[config.mk]
export PLATFORM = sky130hd
export DESIGN_NAME = fp_narrow_conv
export DESIGN_NICKNAME = d
export VERILOG_FILES = /design/src/rtl/fp_narrow_pkg.sv /design/src/rtl/fp_narrow_classify.sv /design/src/rtl/fp_narrow_round.sv /design/src/rtl/fp_narrow_core.sv /design/src/rtl/fp_narrow_stage.sv /design/src/rtl/fp_narrow_conv.sv
export SDC_FILE = /design/constraint.sdc
export NUM_CORES = 1
export LEC_CHECK = 0
export ABC_CLOCK_PERIOD_IN_PS = 4100
export BUFFER_PORTS_ARGS = -buffer_cell sky130_fd_sc_hd__clkbuf_2
export CAP_MARGIN = 20
export CORE_MARGIN = 3
export CORE_UTILIZATION = 44
export CTS_CLUSTER_SIZE = 20
export DETAILED_ROUTE_END_ITERATION = 6
export PLACE_DENSITY = 0.77
export SLEW_MARGIN = 10
export SYNTH_ARGS = -nofsm -noshare
export SYNTH_HDL_FRONTEND = slang
export SYNTH_SLANG_ARGS = --single-unit
[constraint.sdc]
create_clock -name clk_i -period 4.1 [get_ports clk_i]
set_clock_uncertainty 0.2 [all_clocks]
set_input_delay 0.205 -clock clk_i [delete_from_list [all_inputs] [get_ports clk_i]]
set_output_delay 0.205 -clock clk_i [all_outputs]
set_load 0.1 [all_outputs]
[src/rtl/fp_narrow_pkg.sv]
package fp_narrow_pkg;
  localparam int unsigned SRC_EXP_W = 8;
  localparam int unsigned SRC_MAN_W = 23;
  localparam int unsigned DST_EXP_W = 5;
  localparam int unsigned DST_MAN_W = 10;

  localparam int unsigned SRC_W     = 1 + SRC_EXP_W + SRC_MAN_W;
  localparam int unsigned DST_W     = 1 + DST_EXP_W + DST_MAN_W;
  localparam int unsigned SRC_BIAS  = (1 << (SRC_EXP_W - 1)) - 1;
  localparam int unsigned DST_BIAS  = (1 << (DST_EXP_W - 1)) - 1;
  localparam int unsigned REBIAS    = SRC_BIAS - DST_BIAS;
  localparam int unsigned DROP_W    = SRC_MAN_W - DST_MAN_W;
  localparam int unsigned SHIFT_PAD = DST_MAN_W + 1;
  localparam int unsigned EXT_W     = SRC_MAN_W + 1 + SHIFT_PAD;

  // class thresholds on the biased source exponent
  localparam logic [SRC_EXP_W-1:0] EXP_OVF  = SRC_EXP_W'(REBIAS + (1 << DST_EXP_W) - 1);
  localparam logic [SRC_EXP_W-1:0] EXP_SUB  = SRC_EXP_W'(REBIAS - DST_MAN_W);
  localparam logic [SRC_EXP_W-1:0] EXP_NORM = SRC_EXP_W'(REBIAS + 1);
  localparam logic [SRC_EXP_W-1:0] EXP_REB  = SRC_EXP_W'(REBIAS);

  typedef enum logic [2:0] {
    CLS_ZERO,
    CLS_SUB,
    CLS_NORM,
    CLS_INF,
    CLS_NAN
  } cls_e;
endpackage

[src/rtl/fp_narrow_classify.sv]
module fp_narrow_classify
  import fp_narrow_pkg::*;
(
  input  logic [SRC_EXP_W-1:0] exp_i,
  input  logic                 man_nz_i,
  output cls_e                 cls_o
);
  always_comb begin
    if (exp_i == '1)            cls_o = man_nz_i ? CLS_NAN : CLS_INF;
    else if (exp_i >= EXP_OVF)  cls_o = CLS_INF;
    else if (exp_i < EXP_SUB)   cls_o = CLS_ZERO;
    else if (exp_i < EXP_NORM)  cls_o = CLS_SUB;
    else                        cls_o = CLS_NORM;
  end
endmodule

[src/rtl/fp_narrow_round.sv]
module fp_narrow_round #(
  parameter int unsigned W = 11
) (
  input  logic [W-1:0] keep_i,
  input  logic         guard_i,
  input  logic         sticky_i,
  output logic [W-1:0] sum_o
);
  logic inc;
  // skip only on an exact tie with even LSB
  assign inc   = guard_i & (sticky_i | keep_i[0]);
  assign sum_o = keep_i + W'(inc);
endmodule

[src/rtl/fp_narrow_core.sv]
module fp_narrow_core
  import fp_narrow_pkg::*;
(
  input  logic [SRC_W-1:0] src_i,
  output logic [DST_W-1:0] dst_o
);
  localparam int unsigned SUB_W  = DST_MAN_W + 1;
  localparam int unsigned NORM_W = DST_EXP_W + DST_MAN_W;

  logic                 sign;
  logic [SRC_EXP_W-1:0] exp;
  logic [SRC_MAN_W-1:0] man;
  cls_e                 cls;

  assign sign = src_i[SRC_W-1];
  assign exp  = src_i[SRC_MAN_W +: SRC_EXP_W];
  assign man  = src_i[SRC_MAN_W-1:0];

  fp_narrow_classify i_cls (
    .exp_i    (exp),
    .man_nz_i (|man),
    .cls_o    (cls)
  );

  // subnormal path: align with the hidden one, keep every shifted-out bit
  logic [SRC_EXP_W-1:0] sh_amt;
  logic [EXT_W-1:0]     ext, shifted;
  logic [SUB_W-1:0]     sub_keep, sub_res;
  logic                 sub_guard, sub_sticky;

  assign sh_amt     = EXP_NORM - exp;
  assign ext        = {1'b1, man, {SHIFT_PAD{1'b0}}};
  assign shifted    = ext >> sh_amt;
  assign sub_keep   = shifted[EXT_W-1 -: SUB_W];
  assign sub_guard  = shifted[EXT_W-SUB_W-1];
  assign sub_sticky = |shifted[EXT_W-SUB_W-2:0];

  fp_narrow_round #(.W(SUB_W)) i_rnd_sub (
    .keep_i   (sub_keep),
    .guard_i  (sub_guard),
    .sticky_i (sub_sticky),
    .sum_o    (sub_res)
  );

  // normal path: rebias, carry may walk into the exponent and up to infinity
  logic [SRC_EXP_W-1:0] nexp;
  logic [NORM_W-1:0]    norm_keep, norm_res;

  assign nexp      = exp - EXP_REB;
  assign norm_keep = {nexp[DST_EXP_W-1:0], man[SRC_MAN_W-1 -: DST_MAN_W]};

  fp_narrow_round #(.W(NORM_W)) i_rnd_norm (
    .keep_i   (norm_keep),
    .guard_i  (man[DROP_W-1]),
    .sticky_i (|man[DROP_W-2:0]),
    .sum_o    (norm_res)
  );

  // NaN payload narrowing
  logic [DST_MAN_W-1:0] nan_pay;
  assign nan_pay = (man[SRC_MAN_W-1 -: DST_MAN_W] == '0) ? DST_MAN_W'(1)
                                                         : man[SRC_MAN_W-1 -: DST_MAN_W];

  logic [NORM_W-1:0] mag;
  always_comb begin
    unique case (cls)
      CLS_ZERO: mag = '0;
      CLS_SUB:  mag = NORM_W'(sub_res);
      CLS_NORM: mag = norm_res;
      CLS_INF:  mag = {{DST_EXP_W{1'b1}}, {DST_MAN_W{1'b0}}};
      CLS_NAN:  mag = {{DST_EXP_W{1'b1}}, nan_pay};
      default:  mag = '0;
    endcase
  end

  assign dst_o = {sign, mag};
endmodule

[src/rtl/fp_narrow_stage.sv]
module fp_narrow_stage #(
  parameter int unsigned W = 16
) (
  input  logic         clk_i,
  input  logic         rst_ni,
  input  logic         in_valid_i,
  output logic         in_ready_o,
  input  logic [W-1:0] in_data_i,
  output logic         out_valid_o,
  input  logic         out_ready_i,
  output logic [W-1:0] out_data_o
);
  logic         vld_q;
  logic [W-1:0] data_q;

  assign in_ready_o = ~vld_q | out_ready_i;

  always_ff @(posedge clk_i or negedge rst_ni) begin
    if (!rst_ni) begin
      vld_q <= 1'b0;
    end else if (in_ready_o) begin
      vld_q <= in_valid_i;
    end
  end

  always_ff @(posedge clk_i) begin
    if (in_ready_o && in_valid_i) data_q <= in_data_i;
  end

  assign out_valid_o = vld_q;
  assign out_data_o  = data_q;
endmodule

[src/rtl/fp_narrow_conv.sv]
module fp_narrow_conv
  import fp_narrow_pkg::*;
(
  input  logic        clk_i,
  input  logic        rst_ni,
  input  logic        in_valid_i,
  output logic        in_ready_o,
  input  logic [31:0] in_bits_i,
  output logic        out_valid_o,
  input  logic        out_ready_i,
  output logic [15:0] out_bits_o
);
  logic [DST_W-1:0] conv;

  fp_narrow_core i_core (
    .src_i (in_bits_i),
    .dst_o (conv)
  );

  fp_narrow_stage #(.W(DST_W)) i_stage (
    .clk_i       (clk_i),
    .rst_ni      (rst_ni),
    .in_valid_i  (in_valid_i),
    .in_ready_o  (in_ready_o),
    .in_data_i   (conv),
    .out_valid_o (out_valid_o),
    .out_ready_i (out_ready_i),
    .out_data_o  (out_bits_o)
  );
endmodule

* Word-level counts from Yosys, hierarchy flattened
Cells that the tools add are included.
Word-level totals: logic and storage cells 33, register bits 17, output and inout port bits 18
Cells by class: reductions and logical operators 5, bitwise operators 6, add/sub/neg operators 4, mux-type cells 7, shift-type cells 1, eq/ne operators 5, $lt $le $gt $ge 3
Operators with widths (count):
- 15-bit one-hot mux with 4 select lines | 1
- 23-bit OR reduction | 2
- 35-bit by 8-bit right shift with 35-bit output | 1
- 8-bit by 7-bit less-than comparator with 1-bit output, second input constant | 2
- 15-bit by 1-bit adder with 15-bit output | 1
- 12-bit OR reduction | 1
- 11-bit by 1-bit adder with 11-bit output | 1
- 10-bit zero test | 1
- 10-bit 2-to-1 mux | 1
- 8-bit equality test, second input constant | 1
- 8-bit greater-or-equal comparator, second input constant | 1
- 7-bit by 8-bit subtractor with 8-bit output, first input constant | 1
- 3-bit by 2-bit equality test with 1-bit output, second input constant | 2
- 2-bit 2-to-1 mux | 3
- 3-bit 2-to-1 mux | 2
- 5-bit subtractor, second input constant | 1
- 3-bit by 1-bit equality test with 1-bit output, second input constant | 1
- 3-bit equality test, second input constant | 1
- 1-bit OR | 3
- 1-bit AND | 2
- 1-bit logical AND | 1
- 1-bit inverter | 1

* Logic depth before layout (Yosys ltp)
word-level depth 7, depth in mapped cells 15, depth with buffers taken out 13

* By module
A second synthesis with hierarchy kept.
Second synthesis, totals: cell total of the unflattened synthesis 380, area, all modules 3022.9 µm²
Modules (own cells, without submodules):
- fp_narrow_core | area an instance 1910.6 µm², cells each 285, instances 1
- fp_narrow_stage | area an instance 534.3 µm², cells each 20, instances 1
- fp_narrow_round at i_core.i_rnd_norm | area an instance 307.8 µm², cells each 39, instances 1
- fp_narrow_round at i_core.i_rnd_sub | area an instance 180.2 µm², cells each 23, instances 1
- fp_narrow_classify | area an instance 90.1 µm², cells each 13, instances 1

* Least setup slack after synthesis
OpenSTA, ideal clock, no wires.
kind in2reg, start point in in_bits_i[24], end point reg i_stage.data_q[10], in the netlist i_stage.out_data_o[10] (data pin), setup slack 0.894 ns, setup time 0.281 ns, cell stages on the path 12, data arrival time 2.726 ns, data required time 3.619 ns, cells stage by stage buf_4 -> inv_2 -> ha_1 -> and2b_2 -> nor2_4 -> nand3_2 -> o32ai_4 -> ha_1 -> nand3_1 -> nor4_2 -> mux2i_1 -> a22oi_2
Between the ends: longest elaborated chain between the ends 7, elaborated cells between the ends (all ways) 19, those cells by class add/sub: 2; order compare: 3; eq/ne: 5; shift: 1; mux: 5; bitwise: 2; reduce/logical: 1
Ends and longest elaborated chain:
- start, declared | RTL line fp_narrow_conv.sv:8 | input logic [31:0] in_bits_i,
- 7-bit by 8-bit subtractor with 8-bit output / 8-bit by 7-bit less-than comparator with 1-bit output (equally long branches) | RTL line fp_narrow_core.sv:31, fp_narrow_classify.sv:12
- 35-bit by 8-bit right shift with 35-bit output / 2-bit 2-to-1 mux (equally long branches) | RTL line fp_narrow_core.sv:33, fp_narrow_classify.sv:12
- 23-bit OR reduction / 2-bit 2-to-1 mux (equally long branches) | RTL line fp_narrow_core.sv:36, fp_narrow_classify.sv:11
- 1-bit OR / 2-bit 2-to-1 mux (equally long branches) | RTL line fp_narrow_round.sv:11, fp_narrow_classify.sv:10
- 1-bit AND / 3-bit 2-to-1 mux (equally long branches) | RTL line fp_narrow_round.sv:11, fp_narrow_classify.sv:9
- 11-bit by 1-bit adder with 11-bit output, or another cell as far along | RTL line fp_narrow_round.sv:12 | assign sum_o = keep_i + W'(inc);
- 15-bit one-hot mux with 4 select lines (*) | RTL line fp_narrow_core.sv:66 | unique case (cls)
- via conv[10] | RTL line fp_narrow_conv.sv:13 | logic [DST_W-1:0] conv;
- end signal, assigned | RTL line fp_narrow_stage.sv:27 | if (in_ready_o && in_valid_i) data_q <= in_data_i;
- end, declared | RTL line fp_narrow_stage.sv:14 | logic [W-1:0] data_q;
Mark *: on every way through the listed nets, which the timed path passes. The rest lies on a longest branch. A chain may end at the register's enable or synchronous reset.

* Worst setup path after layout
Ends and elaborated chain as after synthesis.

==> metrics.md <==
| Metric | Value |
|---|---|
| TritonCTS clock tree | `built` |
| Clock latency on the worst-skew pair | `250 ps` |
| Leakage component of the power | `0.00109 µW` |
| Critical Path Start Type | `primary input` |
| I/O pin count | `54` |
| Antenna violations before repair | `0` |
| Synth area leaders | `edfxtp_1 (18%), mux4_2 (5.0%), mux2i_1 (3.7%)` |
| GR Layer Usage met2 | `0.339` |
| Yosys warning total | `0` |
| Mapped Cells | `306` |
| Max-Slew Margin vs Limit | `0.545` |
| Number of flops mapped to enable cells by yosys | `16` |
| Critical path data arrival time | `3360 ps` |
| Global-route layer with the greatest usage | `met2` |
| Crit Path Category | `primary input to register` |
| Post-Layout Cell Count | `416` |
| Die Height | `84.4 µm` |
| Cells after DPL | `409` |
| Area Growth Syn to Fin | `8.94%` |
| Routed wire length per instance | `16.9 µm` |
| Transition time at the pin with the least slew margin | `682 ps` |
| Max_cap viols | `0` |
| Total Wirelength | `7030 µm` |
| Resized Gates After CTS | `0` |
| Total Die Area | `0.00712 mm²` |
| Cell at the root of the clock tree | `clkbuf_8` |
| Post-route DRC | `0` |
| Worst setup path startpoint | `in_bits_i[24]` |
| Final setup violating endpoints | `0` |
| Setup repair after global routing missed its margin | `no` |
| Die Wd | `84.4 µm` |
| Max Root-Sink Buffers | `2` |
| Syn_nets | `346` |
| Most common flop cell mapped by yosys | `edfxtp_1` |
| Area fraction of the dominant cell type after synthesis | `0.178` |
| Slack of the critical path | `517 ps` |
| Synthesized area per cell | `8.83 µm²` |
| Via count | `2604` |
| Fraction of layout instances using a drive strength above 1 | `0.299` |
| Estimated wirelength of the detail-placed design | `5500 µm` |
| Worst min path class | `primary input to asynchronous set/reset pin` |
| Setup TNS | `0 ps` |
| Pre-Repair DR Iteration Count | `4` |
| Core Region | `0.00571 mm²` |
| Number of pins with negative max-slew slack in the final report | `0` |
| Crit. End Element | `register` |
| Worst path required time | `3870 ps` |
| Share of flip-flops with an asynchronous set or reset | `0.0588` |
| Maximum operating frequency | `279 MHz` |
| Post-CTS setup buffers | `0` |
| Worst-path clk slew | `60 ps` |
| Count of input and output buffers | `53` |
| Std cell rows | `27` |
| First DRT Iteration DRCs | `166` |
| Peak supply drop | `214 µV` |
| Sequential element share of the synthesized area | `0.187` |
| Hold Vio Cnt, Final | `0` |
| Cell Pwr Density | `222 mW/mm²` |
| Power consumption | `652 µW` |
| Largest driver fanout on the critical path | `15` |
| Startpoint of the worst-slack reg-to-reg timing path | `i_stage.out_valid_o$_DFFE_PN0N_` |
| Number of global-route vias before repair | `2462` |
| Result of the run | `completed` |
| Sum of overflow across all layers after global routing | `0` |
| Routed vias/inst | `6.26` |
| FF+latch count, synth | `17` |
| Inserted Diodes | `0` |
| Final Net Count | `385` |
| Effective utilization at floorplan | `0.473` |
| Number of fill cells in the layout | `559` |
| Minimum clock period | `3580 ps` |
| Most common library cells after synthesis | `nand2_1 (21), nor2_1 (21), edfxtp_1 (16), o21ai_0 (15)` |
| Global-route wire length before repair | `11800 µm` |
| Maximum number of pins on one net before global-route repair | `28` |
| Number of distinct standard cells referenced by the synthesized netlist | `78` |
| Worst slack at placement | `265 ps` |
| H-tree depth reported by CTS | `1` |
| Synthesized area | `0.00270 mm²` |
| Slack of the worst reg-to-reg path | `2470 ps` |
| Routability-driven placement congestion ratio | `0.949` |
| Met3 layer usage reported by global route | `0.0206` |
| Number of buffers inserted during clock tree synthesis | `3` |
| Utilization after layout | `0.515` |
| Library cell with the largest summed area after synthesis | `edfxtp_1` |
| Part of the cycle the worst path needs | `0.874` |
| Number of antenna-violating nets in the routed design | `0` |
| Clk sinks | `17` |
| Overall fraction of global-route tracks in use | `0.197` |
| CTS Hold Bufs | `3` |
| GRT met1 Usage | `0.254` |
state kept, by name, summed over array words and instances (netlist names):
name / flops
i_stage.out_data_o: 16
i_stage.out_valid_o: 1
critical path, cell delays in order:
cell and delay (ps):
clkbuf_2 240, inv_2 160, ha_1 670, mux2_1 250, o22ai_1 90, a221o_2 350, nor3_1 160, a31oi_1 60
nor2_1 120, ha_1 190, nand3_1 200, nor4_2 330, mux2i_1 260, a22oi_2 60
layout make-up:
| class | instances | area, µm² | share of cell area |
|---|---|---|---|
| clock buffer | 3 | 41.3 | 0.0140 |
| clock inverter | 1 | 5.00 | 0.00170 |
| tap | 72 | 90.1 | 0.0306 |
| inverter | 7 | 26.3 | 0.00893 |
| multi-input combinational | 257 | 1960 | 0.665 |
| sequential | 17 | 505 | 0.172 |
| timing repair buffer | 59 | 318 | 0.108 |
final timing paths:
| path | endpoint | cells after the start |
|---|---|---|
| max | i_stage.out_data_o[10]$_DFFE_PP_ | 14 |
| min | i_stage.out_valid_o$_DFFE_PN0N_ | 2 |
| max reg2reg | i_stage.out_data_o[7]$_DFFE_PP_ | 2 |
| min reg2reg | i_stage.out_valid_o$_DFFE_PN0N_ | 2 |
| max in group asynchronous | i_stage.out_valid_o$_DFFE_PN0N_ | 2 |
| min in group clk_i | i_stage.out_valid_o$_DFFE_PN0N_ | 3 |
cells in the final DEF (no fill, tap or decap), drive strengths merged, types with 3 or more instances in the layout:
cell type	count
nand3	15
mux2i	10
nor4	11
dlygate4sd3	3
and2	8
o32ai	3
inv	7
a31oi	3
mux4	6
or2	4
clkbuf	56
nor3	9
and4	4
a21o	3
o22ai	4
nor2	22
buf	3
a2111oi	3
mux2	7
edfxtp	16
ha	4
nand2	21
xnor2	7
o221ai	7
o21ai	20
a21oi	13
nand4b	3
and3	12
xor2	6
nor2b	6
nand2b	8
stage by stage:
step	hold WS, ps	area [µm²]
floorplan	-291	2700
global placement	-221	2870
detailed placement	-219	2870
CTS	53.2	2940
global route	56.8	2940
finish	57.3	2940
layer usage:
layer,vias up,part of all wire
li1,1265,-
met1,1234,0.44
met2,90,0.49
met3,15,0.056
met4,0,0.019
met5,-,0
power breakdown:
| group | switching [µW] | leakage, µW | total [µW] | internal [µW] |
|---|---|---|---|---|
| clock network | 51.6 | 0.0000255 | 119 | 67.2 |
| registers | 2.61 | 0.000167 | 206 | 203 |
| logic | 225 | 0.000894 | 327 | 102 |
| total | 280 | 0.00109 | 652 | 372 |
logic make-up (layout without fill, tap and decap cells):
family          after synthesis  count (layout)  synth area share
mux                          23              23             0.116
compound gates               81              81             0.243
xor+xnor                     13              13            0.0421
fa+ha+maj                     4               4            0.0185
flops                        17              17             0.187
buf+inv                      32              70            0.0885
simple gates                136             136             0.304
(Power assumes the default switching activity.)
